File: config.mk
export PLATFORM = sky130hd
export DESIGN_NAME = smt_issue_sched
export DESIGN_NICKNAME = d
export VERILOG_FILES = /design/src/rtl/smt_issue_pkg.sv /design/src/rtl/smt_rr_pointer.sv /design/src/rtl/smt_issue_ctrl.sv /design/src/rtl/smt_issue_dpath.sv /design/src/rtl/smt_issue_sched.sv
export SDC_FILE = /design/constraint.sdc
export NUM_CORES = 1
export LEC_CHECK = 0
export ABC_AREA = 1
export BUFFER_PORTS_ARGS = -buffer_cell sky130_fd_sc_hd__buf_2
export CAP_MARGIN = 20
export CORE_MARGIN = 2
export CORE_UTILIZATION = 44
export CTS_BUF_LIST = sky130_fd_sc_hd__clkbuf_16
export DETAILED_ROUTE_END_ITERATION = 7
export GPL_ROUTABILITY_DRIVEN = 0
export PLACE_DENSITY = 0.86
export SETUP_SLACK_MARGIN = 0.02
export SLEW_MARGIN = 20
export SYNTH_ARGS = -nofsm -noshare
export SYNTH_HDL_FRONTEND = slang
export SYNTH_SLANG_ARGS = --single-unit
File: constraint.sdc
create_clock -name clk -period 2.51 [get_ports clk]
set_input_delay 0.251 -clock clk [delete_from_list [all_inputs] [get_ports clk]]
set_output_delay 0.251 -clock clk [all_outputs]
set_load 0.02 [all_outputs]
File: src/rtl/smt_issue_pkg.sv
package smt_issue_pkg;
  parameter int unsigned GROUP_SIZE = 8;        // threads per criticality group, power of two
  localparam int unsigned PTR_W = $clog2(GROUP_SIZE);
  localparam int unsigned TID_W = PTR_W + 1;    // top bit marks the best-effort group
  localparam int unsigned SLOTS = 2;

  typedef struct packed {
    logic             valid;
    logic [TID_W-1:0] tid;
    logic             slot;
  } laneGrant_t;

  // strobes from control to datapath
  typedef struct packed {
    logic             hrtLive;
    logic             nhrtLive;
    logic [PTR_W-1:0] hrtPtr;
    logic [PTR_W-1:0] nhrtPtr;
  } schedStrobe_t;
endpackage

File: src/rtl/smt_rr_pointer.sv
module smt_rr_pointer
  import smt_issue_pkg::*;
(
  input  logic             clk,
  input  logic             rst_n,
  output logic [PTR_W-1:0] ptr
);
  localparam logic [PTR_W-1:0] LAST = PTR_W'(GROUP_SIZE - 1);

  always_ff @(posedge clk) begin
    if (!rst_n)           ptr <= '0;
    else if (ptr == LAST) ptr <= '0;
    else                  ptr <= ptr + 1'b1;
  end
endmodule

File: src/rtl/smt_issue_ctrl.sv
module smt_issue_ctrl
  import smt_issue_pkg::*;
(
  input  logic                  clk,
  input  logic                  rst_n,
  input  logic [GROUP_SIZE-1:0] hrtActive,
  input  logic [GROUP_SIZE-1:0] nhrtActive,
  output schedStrobe_t          strobe
);
  localparam int unsigned GROUPS = 2;

  logic [GROUP_SIZE-1:0] activeVec [GROUPS];
  logic [PTR_W-1:0]      grpPtr    [GROUPS];
  logic                  grpLive   [GROUPS];

  assign activeVec[0] = hrtActive;
  assign activeVec[1] = nhrtActive;

  for (genvar g = 0; g < GROUPS; g++) begin : g_group
    smt_rr_pointer u_ptr (
      .clk  (clk),
      .rst_n(rst_n),
      .ptr  (grpPtr[g])
    );
    assign grpLive[g] = activeVec[g][grpPtr[g]];
  end

  always_comb begin
    strobe.hrtPtr   = grpPtr[0];
    strobe.nhrtPtr  = grpPtr[1];
    strobe.hrtLive  = grpLive[0];
    strobe.nhrtLive = grpLive[1];
  end
endmodule

File: src/rtl/smt_issue_dpath.sv
module smt_issue_dpath
  import smt_issue_pkg::*;
(
  input  schedStrobe_t     strobe,
  input  logic [SLOTS-1:0] hrtSlotValid,
  input  logic             hrtPairDep,
  input  logic [SLOTS-1:0] nhrtSlotValid,
  input  logic             nhrtPairDep,
  output laneGrant_t       lane0,
  output laneGrant_t       lane1
);
  localparam int unsigned CANDS = 2 * SLOTS;

  laneGrant_t cand [CANDS];

  // candidate order: HRT slot0, HRT slot1, NHRT slot0, NHRT slot1
  always_comb begin
    cand[0].valid = strobe.hrtLive & hrtSlotValid[0];
    cand[0].tid   = {1'b0, strobe.hrtPtr};
    cand[0].slot  = 1'b0;
    cand[1].valid = strobe.hrtLive & hrtSlotValid[1] & ~(hrtPairDep & hrtSlotValid[0]);
    cand[1].tid   = {1'b0, strobe.hrtPtr};
    cand[1].slot  = 1'b1;
    cand[2].valid = strobe.nhrtLive & nhrtSlotValid[0];
    cand[2].tid   = {1'b1, strobe.nhrtPtr};
    cand[2].slot  = 1'b0;
    cand[3].valid = strobe.nhrtLive & nhrtSlotValid[1] & ~(nhrtPairDep & nhrtSlotValid[0]);
    cand[3].tid   = {1'b1, strobe.nhrtPtr};
    cand[3].slot  = 1'b1;
  end

  // priority packing into the two lanes
  always_comb begin
    lane0 = '0;
    lane1 = '0;
    for (int k = 0; k < CANDS; k++) begin
      if (cand[k].valid) begin
        if (!lane0.valid)      lane0 = cand[k];
        else if (!lane1.valid) lane1 = cand[k];
      end
    end
  end
endmodule

File: src/rtl/smt_issue_sched.sv
module smt_issue_sched
  import smt_issue_pkg::*;
(
  input  logic                  clk,
  input  logic                  rst_n,
  input  logic [GROUP_SIZE-1:0] hrtActive,
  input  logic [GROUP_SIZE-1:0] nhrtActive,
  input  logic [SLOTS-1:0]      hrtSlotValid,
  input  logic                  hrtPairDep,
  input  logic [SLOTS-1:0]      nhrtSlotValid,
  input  logic                  nhrtPairDep,
  output logic [PTR_W-1:0]      hrtPtr,
  output logic [PTR_W-1:0]      nhrtPtr,
  output logic                  lane0Valid,
  output logic [TID_W-1:0]      lane0Tid,
  output logic                  lane0Slot,
  output logic                  lane1Valid,
  output logic [TID_W-1:0]      lane1Tid,
  output logic                  lane1Slot
);
  schedStrobe_t strobe;
  laneGrant_t   lane0, lane1;

  smt_issue_ctrl u_ctrl (
    .clk       (clk),
    .rst_n     (rst_n),
    .hrtActive (hrtActive),
    .nhrtActive(nhrtActive),
    .strobe    (strobe)
  );

  smt_issue_dpath u_dpath (
    .strobe       (strobe),
    .hrtSlotValid (hrtSlotValid),
    .hrtPairDep   (hrtPairDep),
    .nhrtSlotValid(nhrtSlotValid),
    .nhrtPairDep  (nhrtPairDep),
    .lane0        (lane0),
    .lane1        (lane1)
  );

  assign hrtPtr     = strobe.hrtPtr;
  assign nhrtPtr    = strobe.nhrtPtr;
  assign lane0Valid = lane0.valid;
  assign lane0Tid   = lane0.tid;
  assign lane0Slot  = lane0.slot;
  assign lane1Valid = lane1.valid;
  assign lane1Tid   = lane1.tid;
  assign lane1Slot  = lane1.slot;
endmodule

# Yosys cells after proc, flatten, opt, wreduce, memory -nomap -nowiden
# Index checks and enable logic that the tools add are counted.
dict set report totals {
  wordCells 40
  out_inout_bits 18
  reg_bits 6
}
dict set report classes {
  magnitude_cmp 2
  add_sub_neg 2
  reduce_logical 2
  eq_ne 2
  n_bitwise 11
  n_mux 19
}
# cell n
set op_table {}
lappend op_table {{$mux W6} 10}
lappend op_table {{$mux W5} 5}
lappend op_table {{$and A1 B1 Y1} 8}
lappend op_table {{$lt A3 B4 Y1 const B} 2}
lappend op_table {{$add A3 B1 Y3 const B} 2}
lappend op_table {{$bmux W1 S3} 2}
lappend op_table {{$eq A3 B3 Y1 const B} 2}
lappend op_table {{$reduce_or A2 Y1} 2}
lappend op_table {{$not A1 Y1} 3}
lappend op_table {{$mux W1} 2}

# Longest topological paths before layout
dict set report logic_depth {
  depth_word 12
  ltp_mapped 14
  ltp_nobuf 14
}

# Modules after synthesis
# Synthesis repeated with hierarchy kept, for this count alone.
dict set report hier_totals {
  hier_cells 138
  area_unflattened_um2 748.2
}
# module seq_area_each_um2 area_each_um2 cells_each instances
set by_module_without_submodules {}
lappend by_module_without_submodules {smt_issue_dpath 0.0 300.3 58 1}
lappend by_module_without_submodules {smt_rr_pointer 60.1 113.9 12 2}
lappend by_module_without_submodules {smt_issue_ctrl 0.0 220.2 56 1}

# Least setup slack after synthesis
# OpenSTA, ideal clock, no wires.
dict set report synth_path {
  kind {reg2out}
  from {register u_ctrl.g_group[0].u_ptr.ptr[0]}
  to {output lane1Tid[1]}
  t_arrival_ps 2166
  stages_incl_launch_ff 10
  t_required_ps 2259
  setup_slack_ps 93
  cell_sequence {dfxtp_1 > inv_1 > o21ai_0 > o211ai_2 > nand4_1 > ha_1 > inv_1 > o21ai_2 > nand3_1 > nand2_1}
}
dict set report synth_between {
  elab_chain_len 12
  elab_cells_between_ends 16
}
# item line_no
set synth_rtl {}
lappend synth_rtl {{start: declaration} smt_rr_pointer.sv:6} ;# output logic [PTR_W-1:0] ptr
lappend synth_rtl {{start signal: assignment} smt_rr_pointer.sv:13} ;# else ptr <= ptr + 1'b1;
lappend synth_rtl {{$bmux W1 S3 *} smt_issue_ctrl.sv:25} ;# assign grpLive[g] = activeVec[g][grpPtr[g]];
lappend synth_rtl {{$mux W1 (implied by the code) *} smt_issue_ctrl.sv:25}
lappend synth_rtl {{$and A1 B1 Y1} smt_issue_dpath.sv:18} ;# cand[0].valid = strobe.hrtLive & hrtSlotValid[0];
lappend synth_rtl {{$mux W6} smt_issue_dpath.sv:37} ;# if (cand[k].valid) begin
lappend synth_rtl {{$mux W6} smt_issue_dpath.sv:38} ;# if (!lane0.valid) lane0 = cand[k];
lappend synth_rtl {{$mux W6} smt_issue_dpath.sv:37}
lappend synth_rtl {{$mux W5} smt_issue_dpath.sv:39} ;# else if (!lane1.valid) lane1 = cand[k];
lappend synth_rtl {{$mux W6} smt_issue_dpath.sv:38}
lappend synth_rtl {{$mux W6} smt_issue_dpath.sv:37}
lappend synth_rtl {{$mux W5} smt_issue_dpath.sv:39}
lappend synth_rtl {{$mux W6} smt_issue_dpath.sv:38}
lappend synth_rtl {{$mux W6 *} smt_issue_dpath.sv:37}
lappend synth_rtl {{end: declaration} smt_issue_sched.sv:18} ;# output logic [TID_W-1:0] lane1Tid,
# Every way passes the cells marked *; elsewhere a longest branch is shown, timed or not. The select of a mux whose other input is x is not followed.

# Worst setup path in the final report
dict set report layout_path {
  from {register u_ctrl.g_group[0].u_ptr.ptr[1]}
  to {output lane1Tid[2]}
}
# The elaborated chain is that of the path after synthesis.

==> qor.txt <==
Max Buffers Root-to-Sink - 2
DIE HEIGHT - 46.5 um
RSZ-0062 raised after global routing - false
Share of layout cells above drive strength 1 - 41.4%
Final #Nets - 207
CP Capture Type - output pin
Post-Synthesis Cell Area - 795 um^2
Worst setup margin - 154 ps
IO Pins - 42
Initial DRC Count - 9
Post-synthesis area per instance - 6.26 um^2
Placement Cell Area - 1030 um^2
Vias per cell - 4.84
Synth Register Bits - 6
Crit-path cells - inv_1 > nor2_1 > o21ai_1 > o21ai_0 > inv_1 > nand2_2 > nand4_1 > ha_4 > inv_4 > nand2_2 > nand2_4 > nand2_2 > nand2_1 > nand2_1 > buf_4
DRC viols - 0
Most common cell after layout, fill and taps aside - buf_2
CP Max Fanout - 6
CTS tree - built
Synth-to-layout area growth - 48.5%
Placement Rows - 15
Cells after Synth - 127
Top-area cell type share of the netlist area - 15.1%
Max reg flops - 6
Initial antenna violation count - 0
Worst Path Buf+Inv - 4
CP max stage cell - dfxtp_4
WP data required - 2260 ps
CTS clk-pin slew, worst paths - 30 ps
Cell taking the most area after synthesis - dfxtp_1
Slowest cell delay on critical path - 360 ps
DRT Pass-1 Iters - 4
Post-route ant nets - 0
Final WL - 2220 um
Dpl ws - -31.0 ps
Largest registers - u_ctrl.g_group.u_ptr.ptr x6
IO buf count - 41
Largest net degree at the start of global routing - 11
Worst Max-Slew Pin Slew - 420 ps
Core region area - 1710 um^2
Max_cap viols - 0
HP Class - in -> reg
Startpoint class of the critical path - flip-flop
Synthesized Nets - 158
DIE AREA - 2160 um^2
# diodes - 0
Starting density of the core - 46.5%
Via count - 964
Vias in the first global route - 882
H-tree levels - 1
Total gr overflow - 0
Fin. max-slew vios - 0
Total Routing Usage GR - 20.9%
Peak supply drop - 562 uV
CTS buffer count - 3
Top cells by area, synth - dfxtp_1, inv_1, nand2_1
First-pass GRT wire length - 3280 um
Top delay family on crit path - simple AND/OR/NAND/NOR gates
CTS sink cnt - 6
Most frequent cells in the layout - buf_2, nand2_1, inv_1
Critical path class - reg -> out
Final Setup Violations - 0
Biggest register - u_ctrl.g_group.u_ptr.ptr
Post-synthesis sequential area ratio - 15.1%
WL per Instance - 11.2 um
Final Critical Period - 2360 ps
Die W - 46.5 um
Upper clock frequency limit - 424 MHz
Final instance area - 1180 um^2
Final Cycle Share - 93.9%
Final HPWL DP - 1660 um
Static leakage - 0.673 nW
Worst Path Arrival - 2110 ps
PwrDens - 570 nW/um^2
Clk root buf - clkbuf_16
Most used cell, CP - nand2_2
Final Hold Fails - 0
Slew HR - 71.9%
Yosys cell types - 25
Outcome - finished, final reports clean
Synthesis Warnings - 0
Worst Skew - 0.156 ps
Clk_lat worst skew - 230 ps
per-stage QoR:
| stage | util [%] | hold slack (ps) | setup TNS (ps) | total power [mW] | instances |
|---|---|---|---|---|---|
| after floorplan | - | 414 | 0 | 0.304 | 127 |
| after global placement | 60.1 | 513 | 0 | 0.375 | 193 |
| after detailed placement | 60.1 | 525 | -84.4 | 0.383 | 193 |
| after CTS | 66.3 | 299 | 0 | 0.656 | 197 |
| after global routing | 69.1 | 315 | 0 | 0.707 | 199 |
| final | 69.1 | 299 | 0 | 0.673 | 199 |
cell usage after synthesis:
cell        n
nor2_1     19
nand2_4     3
o21ai_0     5
a31o_2      1
nand3b_1    1
inv_4       1
nand3_2     2
inv_1      25
dfxtp_1     6
nor2_4      1
o211ai_1    2
buf_6       1
nand2_1    25
inv_2       1
o211ai_2    1
nand3_4     1
o21ai_1     1
o21ai_2     2
o2111ai_1   3
ha_1        7
nand4_1     3
or2_0       1
nand2_2     3
nand3_1    11
o21bai_1    1
per-layer routing:
metal / up-vias / track usage [%] / part of all wire, %
li1: 503 / - / -
met1: 428 / 23.0 / 40
met2: 26 / 37.2 / 53
met3: 7 / 2.75 / 4.1
met4: 0 / 12.6 / 2.6
met5: - / 0 / 0
cell families after synthesis:
family,Yosys count,share of synthesized area (%)
buffers and inverters,28,14.5
AOI/OAI and AO/OA,16,14.8
DFF,6,15.1
adders and majority gates,7,11.0
and+or+nand+nor,70,44.6
where the power goes:
| part | internal (mW) | leakage, nW | switching (mW) |
|---|---|---|---|
| combinational | 0.111 | 0.585 | 0.180 |
| clock | 0.205 | 0.0370 | 0.0545 |
| sequential | 0.105 | 0.0508 | 0.0178 |
worst register-to-register path, delay by kind of cell (launching register included):
family | cells | cell delay [ps]
adder cells (fa/ha/maj) | 2 | 360
flip-flops | 1 | 570
buffers and inverters | 1 | 40
AND/OR/NAND/NOR | 2 | 120
worst paths after layout:
path                                  start                             end  slack [ps]  cells after the start
max          u_ctrl.g_group[0].u_ptr.ptr[1]                     lane1Tid[2]         150                     15
min reg2reg  u_ctrl.g_group[0].u_ptr.ptr[0]  u_ctrl.g_group[0].u_ptr.ptr[0]         600                      2
max reg2reg  u_ctrl.g_group[1].u_ptr.ptr[0]  u_ctrl.g_group[1].u_ptr.ptr[0]        1280                      5
min                                   rst_n  u_ctrl.g_group[1].u_ptr.ptr[2]         300                      3
what timing repair did:
item / 4_1_cts / 5_1_grt
endpoints found under the hold margin: 0 / 0
pin swaps: 2 / 4
gates resized for setup: 6 / 12
buffers inserted: 1 / 2
setup endpoints to repair: 5 / 5
hold buffers: 0 / 0
area by class of cell:
cell class / instances / area [um^2]
flip-flops and latches: 6 / 128
well taps: 25 / 31.3
multi-input cells: 93 / 597
inverters: 27 / 109
clock buffers: 3 / 75.1
fillers: 134 / 528
repair buffers: 45 / 240
Power figures use the tool's default switching activity.
